==> src/rtl/ea_pkg.sv <==
package ea_pkg;
    typedef enum logic [1:0] {
        DSZ_NONE = 2'd0,
        DSZ_BYTE = 2'd1,
        DSZ_HALF = 2'd2,
        DSZ_FULL = 2'd3
    } dsz_t;

    typedef enum logic {
        ST_EMPTY  = 1'b0,
        ST_LOADED = 1'b1
    } ea_state_t;
endpackage

==> src/rtl/ea_disp_ext.sv <==
module ea_disp_ext #(
    parameter int W = 32
) (
    input  logic [1:0]   sz,
    input  logic [W-1:0] raw,
    output logic [W-1:0] ext
);
    import ea_pkg::*;

    always_comb begin
        unique case (dsz_t'(sz))
            DSZ_NONE: ext = '0;
            DSZ_BYTE: ext = {{(W-8){raw[7]}}, raw[7:0]};
            DSZ_HALF: ext = {{(W-16){1'b0}}, raw[15:0]};
            DSZ_FULL: ext = raw;
            default:  ext = '0;
        endcase
    end
endmodule

==> src/rtl/ea_index_scale.sv <==
module ea_index_scale #(
    parameter int W      = 32,
    parameter int NUM_W  = 3,
    parameter int SP_NUM = 4
) (
    input  logic             en,
    input  logic [NUM_W-1:0] num,
    input  logic [W-1:0]     val,
    input  logic [1:0]       scale,
    output logic [W-1:0]     scaled,
    output logic             illegal
);
    localparam int NSCALE = 4;

    logic [W-1:0] shifted [NSCALE];

    for (genvar s = 0; s < NSCALE; s++) begin : g_shift
        assign shifted[s] = val << s;
    end

    assign scaled  = en ? shifted[scale] : '0;
    assign illegal = en && (num == NUM_W'(SP_NUM));
endmodule

==> src/rtl/ea_seg_select.sv <==
module ea_seg_select #(
    parameter int NUM_W  = 3,
    parameter int SP_NUM = 4,
    parameter int FP_NUM = 5
) (
    input  logic             direct,
    input  logic             base_en,
    input  logic [NUM_W-1:0] base_num,
    output logic             stack
);
    logic stack_base;

    assign stack_base = (base_num == NUM_W'(SP_NUM)) || (base_num == NUM_W'(FP_NUM));
    assign stack      = !direct && base_en && stack_base;
endmodule

==> src/rtl/ea_gen.sv <==
module ea_gen #(
    parameter int W      = 32,
    parameter int NUM_W  = 3,
    parameter int SP_NUM = 4,
    parameter int FP_NUM = 5
) (
    input  logic             clk,
    input  logic             rst_n,
    input  logic             in_valid,
    input  logic             direct,
    input  logic             base_en,
    input  logic [NUM_W-1:0] base_num,
    input  logic [W-1:0]     base_val,
    input  logic             idx_en,
    input  logic [NUM_W-1:0] idx_num,
    input  logic [W-1:0]     idx_val,
    input  logic [1:0]       scale,
    input  logic [1:0]       disp_sz,
    input  logic [W-1:0]     disp,
    output logic             out_valid,
    output logic [W-1:0]     offset,
    output logic             seg_stack,
    output logic             idx_err
);
    import ea_pkg::*;

    ea_state_t    state_q, state_d;
    logic [W-1:0] disp_ext, idx_scaled, base_term, sum;
    logic         idx_bad, stack_sel, err_now;

    ea_disp_ext #(.W(W)) u_disp (
        .sz  (disp_sz),
        .raw (disp),
        .ext (disp_ext)
    );

    ea_index_scale #(.W(W), .NUM_W(NUM_W), .SP_NUM(SP_NUM)) u_idx (
        .en      (idx_en && !direct),
        .num     (idx_num),
        .val     (idx_val),
        .scale   (scale),
        .scaled  (idx_scaled),
        .illegal (idx_bad)
    );

    ea_seg_select #(.NUM_W(NUM_W), .SP_NUM(SP_NUM), .FP_NUM(FP_NUM)) u_seg (
        .direct   (direct),
        .base_en  (base_en),
        .base_num (base_num),
        .stack    (stack_sel)
    );

    assign base_term = (base_en && !direct) ? base_val : '0;
    assign sum       = base_term + idx_scaled + disp_ext;
    assign err_now   = idx_bad;

    // Next-state logic
    always_comb begin
        unique case (state_q)
            ST_EMPTY:  state_d = in_valid ? ST_LOADED : ST_EMPTY;
            ST_LOADED: state_d = in_valid ? ST_LOADED : ST_EMPTY;
            default:   state_d = ST_EMPTY;
        endcase
    end

    // State register
    always_ff @(posedge clk) begin
        if (!rst_n) state_q <= ST_EMPTY;
        else        state_q <= state_d;
    end

    // Output registers
    always_ff @(posedge clk) begin
        if (!rst_n) begin
            offset    <= '0;
            seg_stack <= 1'b0;
            idx_err   <= 1'b0;
        end else if (in_valid) begin
            offset    <= err_now ? '0 : sum;
            seg_stack <= err_now ? 1'b0 : stack_sel;
            idx_err   <= err_now;
        end
    end

    assign out_valid = (state_q == ST_LOADED);


    valid_pulse_chk: assert property (@(posedge clk) disable iff (!rst_n)
        in_valid |=> out_valid);

    valid_drop_chk: assert property (@(posedge clk) disable iff (!rst_n)
        !in_valid |=> !out_valid);

    hold_chk: assert property (@(posedge clk) disable iff (!rst_n)
        !in_valid |=> ($stable(offset) && $stable(seg_stack) && $stable(idx_err)));

    direct_data_chk: assert property (@(posedge clk) disable iff (!rst_n)
        (in_valid && direct) |=> (!seg_stack && !idx_err));

    idx_err_zero_chk: assert property (@(posedge clk) disable iff (!rst_n)
        idx_err |-> (offset == '0 && !seg_stack));
endmodule

==> config.mk <==
export PLATFORM = sky130hd
export DESIGN_NAME = ea_gen
export DESIGN_NICKNAME = d
export VERILOG_FILES = /design/src/rtl/ea_pkg.sv /design/src/rtl/ea_disp_ext.sv /design/src/rtl/ea_index_scale.sv /design/src/rtl/ea_seg_select.sv /design/src/rtl/ea_gen.sv
export SDC_FILE = /design/constraint.sdc
export NUM_CORES = 1
export LEC_CHECK = 0
export BUFFER_PORTS_ARGS = -buffer_cell sky130_fd_sc_hd__buf_2
export CORE_MARGIN = 4
export CORE_UTILIZATION = 48
export CTS_CLUSTER_SIZE = 20
export DETAILED_ROUTE_END_ITERATION = 6
export PLACE_DENSITY = 0.75
export SLEW_MARGIN = 20
export SYNTH_ARGS = -nofsm -noshare
export SYNTH_HDL_FRONTEND = slang
export SYNTH_HIERARCHICAL = 1
export SYNTH_SLANG_ARGS = --single-unit
==> constraint.sdc <==
create_clock -name clk -period 3.75 [get_ports clk]
set_input_delay 0.5625 -clock clk [delete_from_list [all_inputs] [get_ports clk]]
set_output_delay 0.5625 -clock clk [all_outputs]
set_load 0.03 [all_outputs]
After elaboration in Yosys (flattened, before gate mapping)

Index checks and enable logic that the tools add are counted.

Register bits after elaboration: 35
Bits in latches: 0
Memory bits (writable): 0
ROM bits: 0
Input bits: 112
Output and inout port bits: 35
Logic and storage cells: 30
Memories kept: 0

$add $sub $neg: 2
Multiply operators: 0
Divide/modulo/power cells: 0
Magnitude comparators: 1
Eq/ne operators: 6
Shifts and indexed selects: 0
Mux-type cells: 9
Bitwise gates (word level): 1
Reduce and logical (&&, ||, !) cells: 7

Operator list:

| kind                 | number |
|---|---|
| $mux W32             | 5 |
| $pmux W32 S4         | 1 |
| $add A32 B32 Y32     | 2 |
| $bmux W32 S2         | 1 |
| $eq A3 B3 Y1 const B | 3 |
| $eq A2 B2 Y1 const B | 2 |
| $logic_and A1 B1 Y1  | 4 |
| $ge A3 B3 Y1 const B | 1 |
| $not A2 Y3           | 1 |
| $eq A2 B1 Y1 const B | 1 |
| $logic_not A2 Y1     | 1 |
| $mux W1              | 2 |
| $logic_not A1 Y1     | 1 |
| $logic_or A1 B1 Y1   | 1 |

Logic depth before layout (Yosys ltp)

Gate-level depths: netlist (run 1).

Depth after elaboration: 8
Depth in mapped cells: 15
Mapped depth without buffers: 13

Hierarchy

Netlist (run 1), hierarchy kept.

By module, submodules not included:

| module         | instances | cells each | area each (sq um) | sequential area each (sq um) |
|---|---|---|---|---|
| ea_gen         | 1         | 444        | 3761.1            | 700.7 |
| ea_index_scale | 1         | 79         | 651.9             | 0.0 |
| ea_disp_ext    | 1         | 65         | 399.1             | 0.0 |
| ea_seg_select  | 1         | 1          | 12.5              | 0.0 |

Worst setup path before layout (run 1)

OpenSTA, ideal clock, no wires.

Path kind: in2reg
Start: input port idx_en
End: register offset[25]
Library setup time: 0.127 ns
Arrival: 3.411 ns
Required time: 3.623 ns
Path slack: 0.212 ns
Cell stages on the path: 14
Buffers on the path: 1
Cells stage by stage: nor2b_1 > nand2b_1 > buf_2 > nor2_1 > fa_1 > ha_1 > fa_1 > a21oi_1 > o221ai_2 > a31o_1 > a21oi_1 > a21oi_1 > xnor2_1 > o21ai_1

Longest elaborated chain between the ends: 5
Elaborated cells on any way between the ends: 6
Those cells by class: add/sub: 2; mux: 2; reduce/logical: 2

Ends and longest elaborated chain:

| what                          | line                 | text |
|---|---|---|
| from (decl)                   | ea_gen.sv:14         | `input logic idx_en,` |
| $logic_and A1 B1 Y1           | ea_gen.sv:38         | `.en (idx_en && !direct),` |
| $mux W32                      | ea_index_scale.sv:21 | `assign scaled = en ? shifted[scale] : '0;` |
| named net idx_scaled[1]       | ea_gen.sv:28         | `logic [W-1:0] disp_ext, idx_scaled, base_term, sum;` |
| $add A32 B32 Y32 (2 in a row) | ea_gen.sv:54         | `assign sum = base_term + idx_scaled + disp_ext;` |
| $mux W32                      | ea_gen.sv:79         | `offset <= err_now ? '0 : sum;` |
| to (signal assigned)          | ea_gen.sv:79         |  |
| to (decl)                     | ea_gen.sv:21         | `output logic [W-1:0] offset,` |

The timed path passes the listed nets, and every way through them passes these cells.
A chain may end at the register's enable or synchronous reset.

Final worst setup path (run 1)

Start: input port idx_en
End: register offset[31]

The elaborated chain is that of the path after synthesis.

==> results of run 1 <==
-- sequential cells by signal, summed over array words and instances, names as in the netlist --
name	flops
offset	32
out_valid	1
idx_err	1
seg_stack	1
-- critical path, delay by kind of cell --
family,cells,cell delay (ns)
AO/OA/AOI/OAI,6,1.09
adder cells (fa/ha/maj),3,1.05
buffers and inverters,3,0.52
AND/OR/NAND/NOR,4,0.55
-- cells in the final DEF, fill, tap and decap left out, types with 3 or more instances in the layout --
master | synthesis | layout
a211oi_2 | 2 | 3
a21boi_0 | 7 | 7
a21boi_2 | 10 | 10
a21o_1 | 6 | 6
a21oi_1 | 41 | 39
a21oi_2 | 2 | 4
and2_1 | 41 | 41
and3_1 | 5 | 5
buf_2 | 13 | 145
buf_4 | 1 | 86
clkbuf_8 | 0 | 7
dfxtp_1 | 35 | 35
fa_1 | 32 | 32
ha_1 | 30 | 28
inv_1 | 12 | 12
mux2i_1 | 37 | 37
nand2_1 | 77 | 77
nand2b_1 | 4 | 4
nand3_1 | 11 | 11
nand4_1 | 5 | 5
nor2_1 | 15 | 15
nor2b_1 | 26 | 24
nor3_1 | 8 | 8
o211ai_1 | 5 | 5
o21ai_0 | 18 | 17
o21ai_1 | 20 | 21
o21bai_1 | 4 | 4
o22ai_1 | 33 | 31
or3_1 | 3 | 3
xnor2_1 | 11 | 11
xor2_1 | 14 | 14
-- layer usage --
layer / up-vias / GRT usage (%) / routed length, um
met5: - / 0 / 0
met4: 0 / 8.66 / 391
met3: 37 / 4.00 / 1130
met2: 225 / 46.7 / 7690
met1: 2482 / 34.6 / 6530
li1: 2514 / - / -
-- cell families after synthesis --
kind of cell	after synthesis	share of synthesized area [%]
and+or+nand+nor	206	22.0
muxes	37	7.68
adders and majority gates	62	21.1
AOI/OAI and AO/OA	175	24.5
DFF	35	14.5
xor gates and xnor gates	25	4.54
buffers and inverters	49	5.71
-- power by group through the flow --
stage	registers (W)	logic, W	clock network, W
after floorplan	0.000525	0.000503	0
after global placement	0.000445	0.000928	0
after detailed placement	0.000446	0.000952	0
after CTS	0.000438	0.000961	0.000320
after global routing	0.000444	0.00107	0.000337
final	0.000439	0.000976	0.000316
-- worst paths after layout --
| check | slack, ns | to | from |
|---|---|---|---|
| worst max-delay path | 0.15 | offset[31] | idx_en |
| worst min-delay path | 0.45 | offset[20] | offset[20] |
| worst max register to register | 2.95 | offset[31] | offset[31] |
| worst min register to register | 0.45 | offset[20] | offset[20] |
-- layout make-up --
class / instances / area, um2
Timing Repair Buffer: 233 / 1400
Sequential cell: 35 / 701
Fill cell: 847 / 3470
Clock buffer: 8 / 100
Tap cell: 133 / 166
Inverter: 12 / 45.0
Multi-Input combinational cell: 505 / 3880
-- through the flow --
stage / TNS, ns / instances
3_3_place_gp: -0.943 / 918
5_1_grt: -0.0199 / 926
3_5_place_dp: -2.31 / 918
2_1_floorplan: 0 / 589
4_1_cts: 0 / 926
6_report: 0 / 926
==> summary.txt, run 1 <==
Run status
  – Outcome: finished clean

Setup path
  – Worst-path cell chain: buf_2 > nor2b_2 > nand2b_1 > buf_6 > nor3b_1 > fa_1 > ha_1 > fa_1 > a21oi_2 > o221ai_2 > buf_4 > a211oi_2 > a211oi_2 > a41o_1 > nand4_1 > o211ai_1
  – Crit-path max FO: 19
  – Worst EP required: 3.93 ns
  – Cell count of the worst reg-to-reg path: 2
  – Worst path slowest cell: fa_1
  – Worst setup SP type: input pin
  – Crit path kind: input pin to flip-flop
  – Setup crit end kind: flip-flop
  – Largest stage delay on the critical path: 0.43 ns
  – CP arrival: 3.78 ns

Clock tree
  – CTS tree: yes
  – TritonCTS Buffers: 5
  – Clock Path Buffers: 2
  – CTS Hold Bufs: 0
  – Worst-Skew Late Latency: 0.30 ns
  – Total setup buffers inserted after CTS: 0
  – CTS root buf: clkbuf_8
  – Reg clk slew, reported paths: approximately 0.080 ns
  – TritonCTS Sinks: 35
  – H-Tree Depth: 2
  – CTS resizes: 0

STA
  – Worst-margin pin slew: 0.726 ns
  – Final worst slack: roughly 0.15 ns
  – Max Slew Vio Count: 0
  – Top achievable clock speed: 278 MHz
  – Final Critical Period: ~3.6 ns
  – Period Utilization, post-route: 96.0%
  – Slew headroom: 50.9%
  – Final hold vios: 0
  – Final Skew: 0 ns
  – Final hold slack: 0.452 ns
  – # setup viols final: 0

Final layout
  – Share of layout cells above drive strength 1: 34.4%
  – Post-layout util: 64.5%
  – # diodes: 0
  – Post-route cell area: approximately 6300 um2
  – Area delta synth->final: 30.6%
  – Nets: 966

Synth
  – Synth Cell Area: roughly 4800 um2
  – Post-synth top area share: 14.5%
  – Synth area leaders: dfxtp_1, fa_1, ha_1
  – Syn avg cell area: 8.19 um2
  – Asr flop ratio synth: 0%
  – Commonest cells post-synth: nand2_1, a21oi_1, and2_1, mux2i_1, dfxtp_1
  – Post-synth net total: 763
  – Sequential area share after synthesis: 14.5%
  – Cell with the most instances after synthesis: nand2_1
  – Yosys reg bits: 35
  – Synth area leader: dfxtp_1
  – Number of enable flip-flop cells after synthesis: 0
  – Post-Synthesis Cells: 589
  – Distinct cell type count after synthesis: 64
  – Synth warnings: 6
  – Main synth FF type: dfxtp_1

Power
  – Combinational Power Share: 56.4%
  – Clk pwr share: 18.3%
  – Power Dens Cells: 275 nW/um2
  – Worst vdd ir: approximately 0.00013 V
  – Power Total: 0.00173 W
  – Int Pwr: 0.00101 W
  – Switching share of total power: 41.5%
  – Sequential Power Share: 25.3%
  – Switching pwr: 0.000718 W
  – LEAKAGE: 3.10 nW

Floorplanning
  – Core area: 9770 um2
  – Starting Density: 49.4%
  – Die Y: 108 um
  – Ports: approximately 150
  – FP Rows: 36
  – Die width: 108 um
  – Die area: 11700 um2

Worst hold path
  – Hold crit path type: flip-flop to flip-flop
  – Hold Path Depth: 2

Placed design
  – GP Congestion: about 0.91
  – Placed cell areas: 6160 um2
  – IO buf count: 145
  – Worst slack, placed: -0.227 ns
  – Detailed placement HPWL: 12.8 mm

Drt
  – ANT nets after route: 0
  – First drt pass iteration count: 5
  – Routed WL: about 16 mm
  – WL/cell: 17.0 um
  – Drt first-iter violations: between 300 and 400
  – Via count of the routed design: ~5300
  – Drc violations: 0
  – Vias/cell: 5.68

GRT
  – All-Layer GR Usage: around 27%
  – Largest net degree at the start of global routing: 26
  – Vias in the first global route: 5518
  – First-pass GRT wire length: 25.7 mm
  – Initial antenna violation count: 0
  – Gr ovfl total: 0

Run
  – Max cap viols: 0
Note: power is estimated with default switching activity, not from simulation.
==> run 2: changes to the inputs <==
==> constraint.sdc (replaced) <==
create_clock -name clk -period 3.75 [get_ports clk]
set_input_delay 0.75 -clock clk [delete_from_list [all_inputs] [get_ports clk]]
set_output_delay 0.75 -clock clk [all_outputs]
set_load 0.03 [all_outputs]
==> run 2 against run 1 <==
Compared with the run above:
- total power is 6.8% higher
- final cell count grew 2.7%
- fmax is 3.2% lower
- critical path depth is 1 lower
- clock power is 4% higher
- sequential share of layout area decreased by 0.77 points
- die area did not move
- design area up 7.4%
- routed wire length increased by 7.2%
- clock skew is the same
- highest routed layer unchanged
==> summary.txt, run 2 (same netlist as run 1, synthesis figures left out) <==
Placed design
  – Detailed placement HPWL: 13.0 mm (+0.89%)
  – Placed cell areas: 6330 um2 (+2.8%)
  – Placed Instances: 941 (+2.5%)
  – GP Congestion: 0.950 (+4.6%)
  – IO buf count: 145 (unchanged)

Setup path
  – Reg2Reg Launch Point: offset[31]
  – Worst-path cell chain: buf_2 > nor2b_4 > nand2b_1 > buf_4 > buf_4 > o22ai_2 > fa_1 > ha_4 > nand2_1 > o21ai_2 > a21oi_2 > o31ai_2 > a41oi_2 > or4_1 > nand3_1
  – Crit-path max FO: 18 (-1)
  – Worst setup SP type: input pin
  – Crit path top cell by count: buf_4
  – Reg2reg end: offset[31]
  – Worst EP required: 4.00 ns (+0.07 ns)
  – CP arrival: 3.97 ns (+0.19 ns)
  – Setup crit start: direct
  – Largest stage delay on the critical path: 0.48 ns (+0.05 ns)
  – Worst path slowest cell: fa_1
  – R2r setup slk: 2.91 ns (-0.04 ns)
  – Setup crit end kind: flip-flop
  – Cell count of the worst reg-to-reg path: 2 (unchanged)
  – Crit path kind: input pin to flip-flop

STA
  – Worst-margin pin slew: 0.643 ns (-0.0835 ns)
  – Top achievable clock speed: 269 MHz (-3.2%)
  – Max Slew Vio Count: 0 (unchanged)
  – Final hold vios: 0 (unchanged)
  – Final Critical Period: 3.72 ns (+0.118 ns)
  – # setup viols final: 0 (unchanged)
  – Slew headroom: 57.1% (+6.1 points)
  – Setup TNS: 0 ns (unchanged)
  – Final Skew: 0 ns (unchanged)
  – Period Utilization, post-route: 99.1% (+3.1 points)

Drt
  – Drt first-iter violations: 429 (+36%)
  – Routed WL: 16.9 mm (+7.2%)
  – Vias/cell: 5.71 (+0.57%)
  – Drc violations: 0 (unchanged)
  – Via count of the routed design: 5431 (+3.3%)
  – ANT nets after route: 0 (unchanged)
  – First drt pass iteration count: 6 (+1)
  – WL/cell: 17.7 um (+4.4%)

Floorplanning
  – Die Y: 108 um (unchanged)
  – Core area: 9770 um2 (unchanged)
  – Starting Density: 49.4% (unchanged)
  – FP Rows: 36 (unchanged)
  – Die width: 108 um (unchanged)
  – Die area: 11700 um2 (unchanged)
  – Ports: 147 (unchanged)

Power
  – Clk pwr share: 17.8% (-0.5 points)
  – Power Dens Cells: 273 nW/um2 (-0.55%)
  – Combinational Power Share: 58.4% (+2.0 points)
  – Worst vdd ir: 0.000138 V (+7.8%)
  – Switching pwr: 0.000776 W (+8.0%)
  – Sequential Power Share: 23.8% (-1.5 points)
  – Power Total: 0.00185 W (+6.8%)
  – Int Pwr: 0.00107 W (+6.0%)
  – LEAKAGE: 3.25 nW (+4.6%)
  – Switching share of total power: 41.9% (+0.44 points)

Final layout
  – Nets: 991 (+2.6%)
  – Most frequent cells in the layout: buf_2, buf_4, nand2_1
  – Share of layout cells above drive strength 1: 42.2% (+7.7 points)
  – # diodes: 0 (unchanged)
  – Area delta synth->final: 40.3%
  – Post-layout util: 69.2% (+4.8 points)
  – Post-route cell area: 6770 um2 (+7.4%)
  – Commonest non-fill, non-tap cell in the layout: buf_2
  – Post-Layout Cell Count: 951 (+2.7%)
  – Reg with most FFs: offset
  – Max FFs per register: 32 (unchanged)

Worst hold path
  – Hold Path Sink: offset[21]
  – Min-delay src: offset[21]
  – Hold Path Depth: 2 (unchanged)
  – Hold crit path type: flip-flop to flip-flop

Clock tree
  – H-Tree Depth: 2 (unchanged)
  – TritonCTS Sinks: 35 (unchanged)
  – CTS root buf: clkbuf_8
  – Reg clk slew, reported paths: 0.09 ns (about the same)
  – CTS tree: yes
  – Clock Path Buffers: 2 (unchanged)
  – TritonCTS Buffers: 5 (unchanged)
  – Worst-Skew Late Latency: 0.30 ns (about the same)

Run status
  – Outcome: finished clean

GRT
  – First-pass GRT wire length: 26.0 mm (+1.1%)
  – Initial antenna violation count: 0 (unchanged)
  – Vias in the first global route: 5440 (-1.4%)
  – Gr ovfl total: 0 (unchanged)
  – Largest net degree at the start of global routing: 25 (-3.8%)
  – All-Layer GR Usage: 27.8% (+0.76 points)

Run
  – Max cap viols: 0 (unchanged)
run 2: changes by cell type in the layout (fill, tap and decap cells not counted), moves of 6 or more:
cell     change
buf_4       +25
o22ai_1     -13
o22ai_2     +13
a21oi_1     -11
a21oi_2     +10
ha_1         -8
mux2i_1      -7
mux2i_2      +7
ha_4         +6
run 2: worst max-delay path by stage:
| stage | slack (ns) | end | cells after the start |
|---|---|---|---|
| detailed placement | -0.40 | offset[25] | 14 |
| finish | 0.03 | offset[28] | 15 |
| global route | -0.07 | offset[27] | 14 |
| global placement | -0.30 | offset[20] | 16 |
| CTS | 0.01 | offset[28] | 15 |
| floorplan | 0.02 | offset[25] | 14 |
run 2: stage by stage:
step / worst slack, ns / hold slack (ns)
final: 0.0321 / 0.446
after global routing: -0.0705 / 0.482
after CTS: 0.0123 / 0.447
after floorplan: 0.0242 / 0.573
after global placement: -0.304 / 0.435
after detailed placement: -0.400 / 0.436
run 2: worst max-delay path: cells and delay by family:
kind	cells	cell delay, ns
compound gates	5	0.96
fa+ha+maj	2	0.80
buf+inv	3	0.52
simple gates	5	0.92
run 2: final cells by class:
cell class | count | area (um2)
Clock buffer | 8 | 100
Sequential cell | 35 | 701
Fill cell | 772 | 3010
Inverter | 12 | 45.0
Timing Repair Buffer | 258 | 1590
Multi-Input combinational cell | 505 | 4170
Tap cell | 133 | 166
run 2: repair_timing:
action,4_1_cts,5_1_grt
pin swaps,0,7
setup endpoints to repair,11,19
hold buffers,0,0
setup buffers,0,2
resized for setup,6,64
run 2: power by group through the flow:
stage | clock network [W] | logic [W] | registers (W)
after floorplan | 0 | 0.000503 | 0.000525
after global placement | 0 | 0.000957 | 0.000446
after detailed placement | 0 | 0.000981 | 0.000447
after CTS | 0.000330 | 0.000995 | 0.000439
after global routing | 0.000343 | 0.00117 | 0.000444
final | 0.000329 | 0.00108 | 0.000440
run 2: metal layers:
layer	GRT usage [%]	up-vias	share of wire [%]
li1	-	2560	-
met1	35.6	2612	42
met2	48.8	234	49
met3	4.42	25	7.8
met4	6.76	0	1.2
met5	0	-	0
